--- config.mk ---
export PLATFORM = sky130hd
export DESIGN_NAME = cmdrec_timer
export DESIGN_NICKNAME = d
export VERILOG_FILES = /design/src/rtl/cmdrec_pkg.sv /design/src/rtl/cmdrec_regs.sv /design/src/rtl/cmdrec_end_det.sv /design/src/rtl/cmdrec_counter.sv /design/src/rtl/cmdrec_timer.sv
export SDC_FILE = /design/constraint.sdc
export NUM_CORES = 1
export LEC_CHECK = 0
export ABC_AREA = 0
export BUFFER_PORTS_ARGS = -buffer_cell sky130_fd_sc_hd__buf_4
export CORE_ASPECT_RATIO = 1.25
export CORE_MARGIN = 1.5
export CORE_UTILIZATION = 45
export DETAILED_ROUTE_END_ITERATION = 7
export PLACE_DENSITY = 0.68
export SYNTH_ARGS = -nofsm -noshare
export SYNTH_HDL_FRONTEND = slang
export SYNTH_SLANG_ARGS = --single-unit
--- constraint.sdc ---
create_clock -name clk -period 2.18 [get_ports clk]
set_input_delay 0.109 -clock clk [delete_from_list [all_inputs] [get_ports clk]]
set_output_delay 0.109 -clock clk [all_outputs]
set_load 0.01 [all_outputs]
--- src/rtl/cmdrec_pkg.sv ---
package cmdrec_pkg;
    localparam int REG_W   = 8;
    localparam int MULT_W  = 6;
    localparam int NSETS   = 2;
    localparam int SEL_W   = (NSETS > 1) ? $clog2(NSETS) : 1;
    localparam int MAX_LEN = 8192 * ((1 << MULT_W) - 1) + 1;
    localparam int CNT_W   = $clog2(MAX_LEN + 1);

    localparam logic [REG_W-1:0] IDX_SET0 = 8'h3C;
    localparam logic [REG_W-1:0] IDX_SET1 = 8'h3F;
    localparam logic [REG_W-1:0] RST_VAL  = 8'h03;

    typedef enum logic [1:0] {
        WT_1    = 2'b00,
        WT_16   = 2'b01,
        WT_256  = 2'b10,
        WT_8192 = 2'b11
    } weight_e;

    typedef struct packed {
        weight_e           weight;
        logic [MULT_W-1:0] mult;
    } rec_cfg_t;

    typedef logic [CNT_W-1:0] cnt_t;

    function automatic logic [REG_W-1:0] set_index(int s);
        return (s == 0) ? IDX_SET0 : IDX_SET1;
    endfunction

    function automatic cnt_t rec_length(rec_cfg_t c);
        cnt_t base;
        cnt_t scaled;
        base = cnt_t'(c.mult);
        case (c.weight)
            WT_1:    scaled = base;
            WT_16:   scaled = base << 4;
            WT_256:  scaled = base << 8;
            default: scaled = base << 13;
        endcase
        return scaled + cnt_t'(1);
    endfunction
endpackage

--- src/rtl/cmdrec_regs.sv ---
module cmdrec_regs
    import cmdrec_pkg::*;
(
    input  logic                        clk,
    input  logic                        rst,
    input  logic [REG_W-1:0]            idx,
    input  logic                        we,
    input  logic [REG_W-1:0]            wdata,
    output logic [REG_W-1:0]            rdata,
    output rec_cfg_t [NSETS-1:0]        cfg
);
    for (genvar s = 0; s < NSETS; s++) begin : g_set
        always_ff @(posedge clk) begin
            if (rst)
                cfg[s] <= rec_cfg_t'(RST_VAL);
            else if (we && idx == set_index(s))
                cfg[s] <= rec_cfg_t'(wdata);
        end
    end

    always_comb begin
        rdata = '0;
        for (int s = 0; s < NSETS; s++)
            if (idx == set_index(s))
                rdata = REG_W'(cfg[s]);
    end
endmodule

--- src/rtl/cmdrec_end_det.sv ---
module cmdrec_end_det #(
    parameter int NSTROBE = 4
) (
    input  logic               clk,
    input  logic               rst,
    input  logic [NSTROBE-1:0] strobes,
    output logic               end_pulse
);
    logic any_now;
    logic any_prev;

    assign any_now = |strobes;

    always_ff @(posedge clk) begin
        if (rst) any_prev <= 1'b0;
        else     any_prev <= any_now;
    end

    assign end_pulse = any_prev & ~any_now;
endmodule

--- src/rtl/cmdrec_counter.sv ---
module cmdrec_counter
    import cmdrec_pkg::*;
(
    input  logic clk,
    input  logic rst,
    input  logic load,
    input  cnt_t load_val,
    output logic busy
);
    cnt_t remain;

    always_ff @(posedge clk) begin
        if (rst)
            remain <= '0;
        else if (load)
            remain <= load_val;
        else if (remain != '0)
            remain <= remain - cnt_t'(1);
    end

    assign busy = (remain != '0);
endmodule

--- src/rtl/cmdrec_timer.sv ---
module cmdrec_timer
    import cmdrec_pkg::*;
#(
    parameter int NSTROBE = 4
) (
    input  logic               clk,
    input  logic               rst,
    input  logic [REG_W-1:0]   reg_idx,
    input  logic               reg_we,
    input  logic [REG_W-1:0]   reg_wdata,
    output logic [REG_W-1:0]   reg_rdata,
    input  logic [SEL_W-1:0]   set_sel,
    input  logic [NSTROBE-1:0] strobes,
    input  logic               cmd_req,
    output logic               cmd_accept,
    output logic               rec_busy
);
    rec_cfg_t [NSETS-1:0] cfg;
    rec_cfg_t             cur_cfg;
    cnt_t                 cur_len;
    logic                 end_pulse;

    cmdrec_regs u_regs (
        .clk   (clk),
        .rst   (rst),
        .idx   (reg_idx),
        .we    (reg_we),
        .wdata (reg_wdata),
        .rdata (reg_rdata),
        .cfg   (cfg)
    );

    cmdrec_end_det #(.NSTROBE(NSTROBE)) u_end (
        .clk       (clk),
        .rst       (rst),
        .strobes   (strobes),
        .end_pulse (end_pulse)
    );

    assign cur_cfg = cfg[set_sel];
    assign cur_len = rec_length(cur_cfg);

    cmdrec_counter u_cnt (
        .clk      (clk),
        .rst      (rst),
        .load     (end_pulse),
        .load_val (cur_len),
        .busy     (rec_busy)
    );

    assign cmd_accept = cmd_req & ~rec_busy;
endmodule

# Yosys cells after proc, flatten, opt, wreduce, memory -nomap -nowiden
# Index checks and enable logic that the tools add are counted.
# totals
register_bits	36
inputBits	25
elab_cells	30
# classes
bitwise_logic	4
eq_ne	4
n_lt_le_gt_ge	1
n_reduce_logical	6
add_sub_neg	2
muxes	7
# ops
op	n
one-hot mux 19 bit (3 select lines)	1
2-to-1 mux 19 bit	2
2-to-1 mux 8 bit	4
adder 19 x 1 -> 19 bit (second input constant)	1
nonzero test 19 bit	1
subtractor 19 x 1 -> 19 bit (second input constant)	1
equality test 8 x 6 -> 1 bit (second input constant)	2
OR reduction 4 bit	1
bitwise AND 1 bit	2
equality test 2 x 1 -> 1 bit (second input constant)	1
equality test 2 bit (second input constant)	1
logical AND 1 bit	2
logical NOT 2 bit	1
< comparator 1 x 2 -> 1 bit (second input constant)	1
inverter 1 bit	2
nonzero test 2 bit	1

# Logic depth before layout (Yosys ltp)
# depth
word_depth	6
depth_mapped	9

# Cells and area by module
# Synthesis repeated with hierarchy kept, for this count alone.
# unflattened
cells_unflattened	274
hier_area_um2	2289.7
# by_module_without_submodules
module	seq_area_each_um2	instances	area_each_um2	cells_each
cmdrec_counter	380.4	1	1008.5	125
cmdrec_regs	320.3	1	837.1	86
cmdrec_timer	0.0	1	401.6	59
cmdrec_end_det	20.0	1	42.5	4

# Worst setup path after synthesis
# No wires, ideal clock.
# synth_path
kind	register -> register
from	register u_cnt.remain[0]
to	register u_cnt.remain[1]
synth_period_minus_slack_ps	1779
path_slack_ps	401
path_stages_with_launch	8
t_arrival_ps	1704
path_cell_list	dfxtp_1 inv_1 ha_1 nor4b_2 nand4_1 nor2_4 mux2_2 o21ai_0
# synth_between
elab_chain_cells	3
word_cells_on_any_way	5
# synth_lines
item	line_no	rtl
from (decl)	cmdrec_counter.sv:10	cnt_t remain;
from (signal assigned)	cmdrec_counter.sv:16	remain <= load_val;
from (signal assigned)	cmdrec_counter.sv:18	remain <= remain - cnt_t'(1);
subtractor 19 x 1 -> 19 bit	cmdrec_counter.sv:18	
2-to-1 mux 19 bit	cmdrec_counter.sv:17	else if (remain != '0)
2-to-1 mux 19 bit	cmdrec_counter.sv:15	else if (load)
# Several ways; a longest one is shown, not always the timed one. The select of a mux whose other input is x is not followed.
# A chain may end at the register's enable or synchronous reset.

# Worst setup path in the final report
# layout_path
from	register u_cnt.remain[0]
to	output cmd_accept
# layout_between
elab_chain_cells	3
# layout_lines
item	line_no	rtl
nonzero test 19 bit	cmdrec_counter.sv:21	assign busy = (remain != '0);
inverter 1 bit	cmdrec_timer.sv:51	assign cmd_accept = cmd_req & ~rec_busy;
bitwise AND 1 bit	cmdrec_timer.sv:51	
to (decl)	cmdrec_timer.sv:15	output logic cmd_accept,
# No other way between the ends.

==> out/qor.txt <==
SYNTH
-----------------------------------------------------------------------------------------------
Total of warnings raised by yosys                                                             0
Synth cell types                                                                             56
Most frequently used flop master after synthesis                                   sky130_fd_sc_hd__dfxtp_1
Mapped Nets                                                                                 295
Fraction of registers with async set/reset                                                   0%
Synthesized area per cell                                                             8.623 um2
Count of mapped cells out of synthesis                                                      267
Post-synthesis cell type with the largest combined area                            sky130_fd_sc_hd__dfxtp_1
Sequential element share of the synthesized area                                         31.30%
Share of Yosys cell area claimed by the top area cell type                               31.30%
Area of the mapped netlist                                                             2302 um2
Top cells by area, synth                                                           sky130_fd_sc_hd__dfxtp_1 (31%), sky130_fd_sc_hd__mux2i_1 (8.7%), sky130_fd_sc_hd__nor2_1 (5.7%)
Number of storage elements in the synthesis netlist                                          36
Number of enable flip-flop cells after synthesis                                              0

PLACE
-----------------------------------------------------------------------------------------------
Port Buf Inserts                                                                             34
Area after detailed placement                                                          2628 um2
Detail Placement HPWL                                                                  4.122 mm
Cells after DPL                                                                             355
Global placement routability congestion                                                  0.8751
Post-place setup slack                                                                 213.6 ps

POWER
-----------------------------------------------------------------------------------------------
Share of total power in the clock network                                                 21.1%
Internal power                                                                         1.907 mW
Maximum resistive drop on vdd                                                         0.4650 mV
Power density normalized to cell area                                               1124 nW/um2
Switching share of power                                                                 38.72%
Logic pwr share                                                                           46.6%
Total Power Consumption                                                                3.113 mW
Total net switching power                                                              1.205 mW
Leakage                                                                                1.145 nW
Sequential fraction of design power                                                       32.3%

ROUTING
-----------------------------------------------------------------------------------------------
DR DRC count                                                                                  0
Detailed-route wire length                                                             5.557 mm
Wl on met1                                                                             2.425 mm
Detailed route wirelength on metal3                                                      200 um
Initial detailed-routing violation count                                                    123
Wire length on met2                                                                    2.881 mm
Via count of the routed design                                                             2044
Post-DR wirelength/cell                                                                15.22 um
Remaining antenna violation count                                                             0
Drt first pass iters                                                                          4
Highest metal used                                                                         met4
Vias per cell                                                                             5.600

FINISH
-----------------------------------------------------------------------------------------------
Share of the core filled with cells in the final layout                                  57.27%
Leading cell type in the layout, fill and taps excluded                            sky130_fd_sc_hd__buf_4
Cell Count, Final, Fillers Out                                                              365
# nets final                                                                                332
Most frequent cells in the layout                                                  sky130_fd_sc_hd__buf_4 (44), sky130_fd_sc_hd__dfxtp_1 (36), sky130_fd_sc_hd__nor2_1 (35)
Share of layout cells above drive strength 1                                             23.61%
Inserted Diodes                                                                               0
Synth-to-layout area growth                                                              20.27%
Final Instance Area                                                                    2769 um2

GLOBAL ROUTE
-----------------------------------------------------------------------------------------------
Pin count of the biggest net entering global routing                                         36
Global router's overall resource usage                                                   20.68%
Via count of the first global-routing pass                                                 1986
Leftover overflow at the end of global routing                                                0
Global-route wire length before repair                                                 9.080 mm
Initial antenna violation count                                                               0

TIMING
-----------------------------------------------------------------------------------------------
Accumulated negative setup slack                                                           0 ps
Final slew viol count                                                                         0
Post-Route Skew                                                                        3.996 ps
Unrepaired setup endpoints after global routing                                              no
Ratio of final minimum period to clock period                                            94.15%
Min cycle time layout                                                                   2052 ps
Fmax                                                                                 0.4872 GHz
Minimum hold slack                                                                     48.59 ps
Final number of setup-violating endpoints                                                     0
Worst slew margin                                                                        58.25%
Post-route worst setup slack                                                           127.5 ps
Slew at the pin with the worst max-slew slack                                          620.6 ps
Final Hold Viols                                                                              0

CLOCK NETWORK
-----------------------------------------------------------------------------------------------
Clock sink count                                                                             36
H-Tree Level Count                                                                            2
Number of buffers inserted during clock tree synthesis                                        5
Buffer depth of the longest clock path                                                        2
Clock input transition at the sequential cells of the worst setup and hold paths          70 ps
CTS tree                                                                                    yes
Clock network latency to the later pin of the worst-skew pair                            290 ps
Count of hold buffers inserted by post-cts repair                                             0
Clock Tree Root                                                                    sky130_fd_sc_hd__clkbuf_8

CRITICAL PATH
-----------------------------------------------------------------------------------------------
Worst path required time                                                                2070 ps
Crit path kind                                                                       reg -> out
Largest fanout on the critical path                                                           7
Worst EP arrival                                                                        1940 ps
Startpoint Class                                                                           flop
Crit path capture type                                                              output port

MIN PATH
-----------------------------------------------------------------------------------------------
Hold WC Path Type                                                                     in -> reg

DIE
-----------------------------------------------------------------------------------------------
Floorplan row count                                                                          28
Die height                                                                             82.97 um
Effective utilization at floorplan                                                       47.62%
Core footprint                                                                         4835 um2
Die area                                                                               5557 um2
I/O pin count                                                                                35
DIE WIDTH                                                                              66.98 um

RUN STATUS
-----------------------------------------------------------------------------------------------
Outcome                                                                            complete, no violations

JOB
-----------------------------------------------------------------------------------------------
Max-cap viol count                                                                            0

[metal layers]
metal	global-route usage (%)	vias up
li1	-	1052
met1	24.87	945
met2	36.36	40
met3	4.201	7
met4	5.751	0
met5	0	-
[sequential cells by signal, summed over array words and instances, names as in the netlist]
name,cells
u_end.any_prev,1
u_regs.cfg,16
u_cnt.remain,19
[synth_stat cells (all sizes together), types with 4 or more instances]
master and n:
nor3 9, o21ai 12, nor2 36, dfxtp 36, nand2 11, clkbuf 7, buf 7, mux2 5
inv 10, or3 7, nand3 7, nand4 5, xnor2 8, a211o 4, mux2i 20, a21oi 8
nor4 8, xor2 8, nand2b 4, a22o 8, a211oi 8
[kinds of logic (layout without fill, tap and decap cells)]
kind of cell / count (synthesis) / in the layout / synth area share [%]
and+or+nand+nor: 105 / 105 / 26.79
DFF: 36 / 36 / 31.30
xor gates and xnor gates: 16 / 16 / 6.087
muxes: 25 / 25 / 11.14
AOI/OAI and AO/OA: 58 / 58 / 18.59
adders and majority gates: 3 / 3 / 1.631
buffers and inverters: 24 / 62 / 4.457
[worst max-delay path: stages (launching register included)]
cell,delay [ps]
sky130_fd_sc_hd__dfxtp_1,330
sky130_fd_sc_hd__inv_1,120
sky130_fd_sc_hd__ha_1,160
sky130_fd_sc_hd__nor4b_2,230
sky130_fd_sc_hd__nand4_1,290
sky130_fd_sc_hd__nor2_4,270
sky130_fd_sc_hd__and2_1,150
sky130_fd_sc_hd__buf_4,110
[path summary, 6_finish.rpt]
check,from,endpoint,slack (ps),depth (start not counted)
worst max-delay path,u_cnt.remain[0],cmd_accept,130,7
worst min-delay path,strobes[2],u_end.any_prev,50,3
worst max register to register,u_cnt.remain[0],u_cnt.remain[16],140,8
worst min register to register,u_regs.cfg[11],u_regs.cfg[11],540,2
[cell type report]
type / count / area (um2)
timing repair buffer: 44 / 330.3
clock buffer: 7 / 96.34
multi-input combinational: 207 / 1479
sequential: 36 / 720.7
clock inverter: 1 / 30.03
tap: 60 / 75.07
fill: 439 / 2066
inverter: 10 / 37.54
[power groups by stage]
stage | logic [mW] | registers [mW] | clock network, mW
3_5_place_dp | 1.39 | 1.02 | 0
6_report | 1.45 | 1.01 | 0.656
5_1_grt | 1.60 | 1.03 | 0.686
4_1_cts | 1.41 | 1.00 | 0.665
2_1_floorplan | 1.10 | 0.977 | 0
3_3_place_gp | 1.39 | 1.01 | 0
[what timing repair did]
item | 4_1_cts | 5_1_grt
setup endpoints to repair | 0 | 1
resized for setup | 0 | 0
setup buffers | 0 | 2
endpoints found under the hold margin | 0 | 0
No activity file was read; power rests on OpenSTA's default activity.
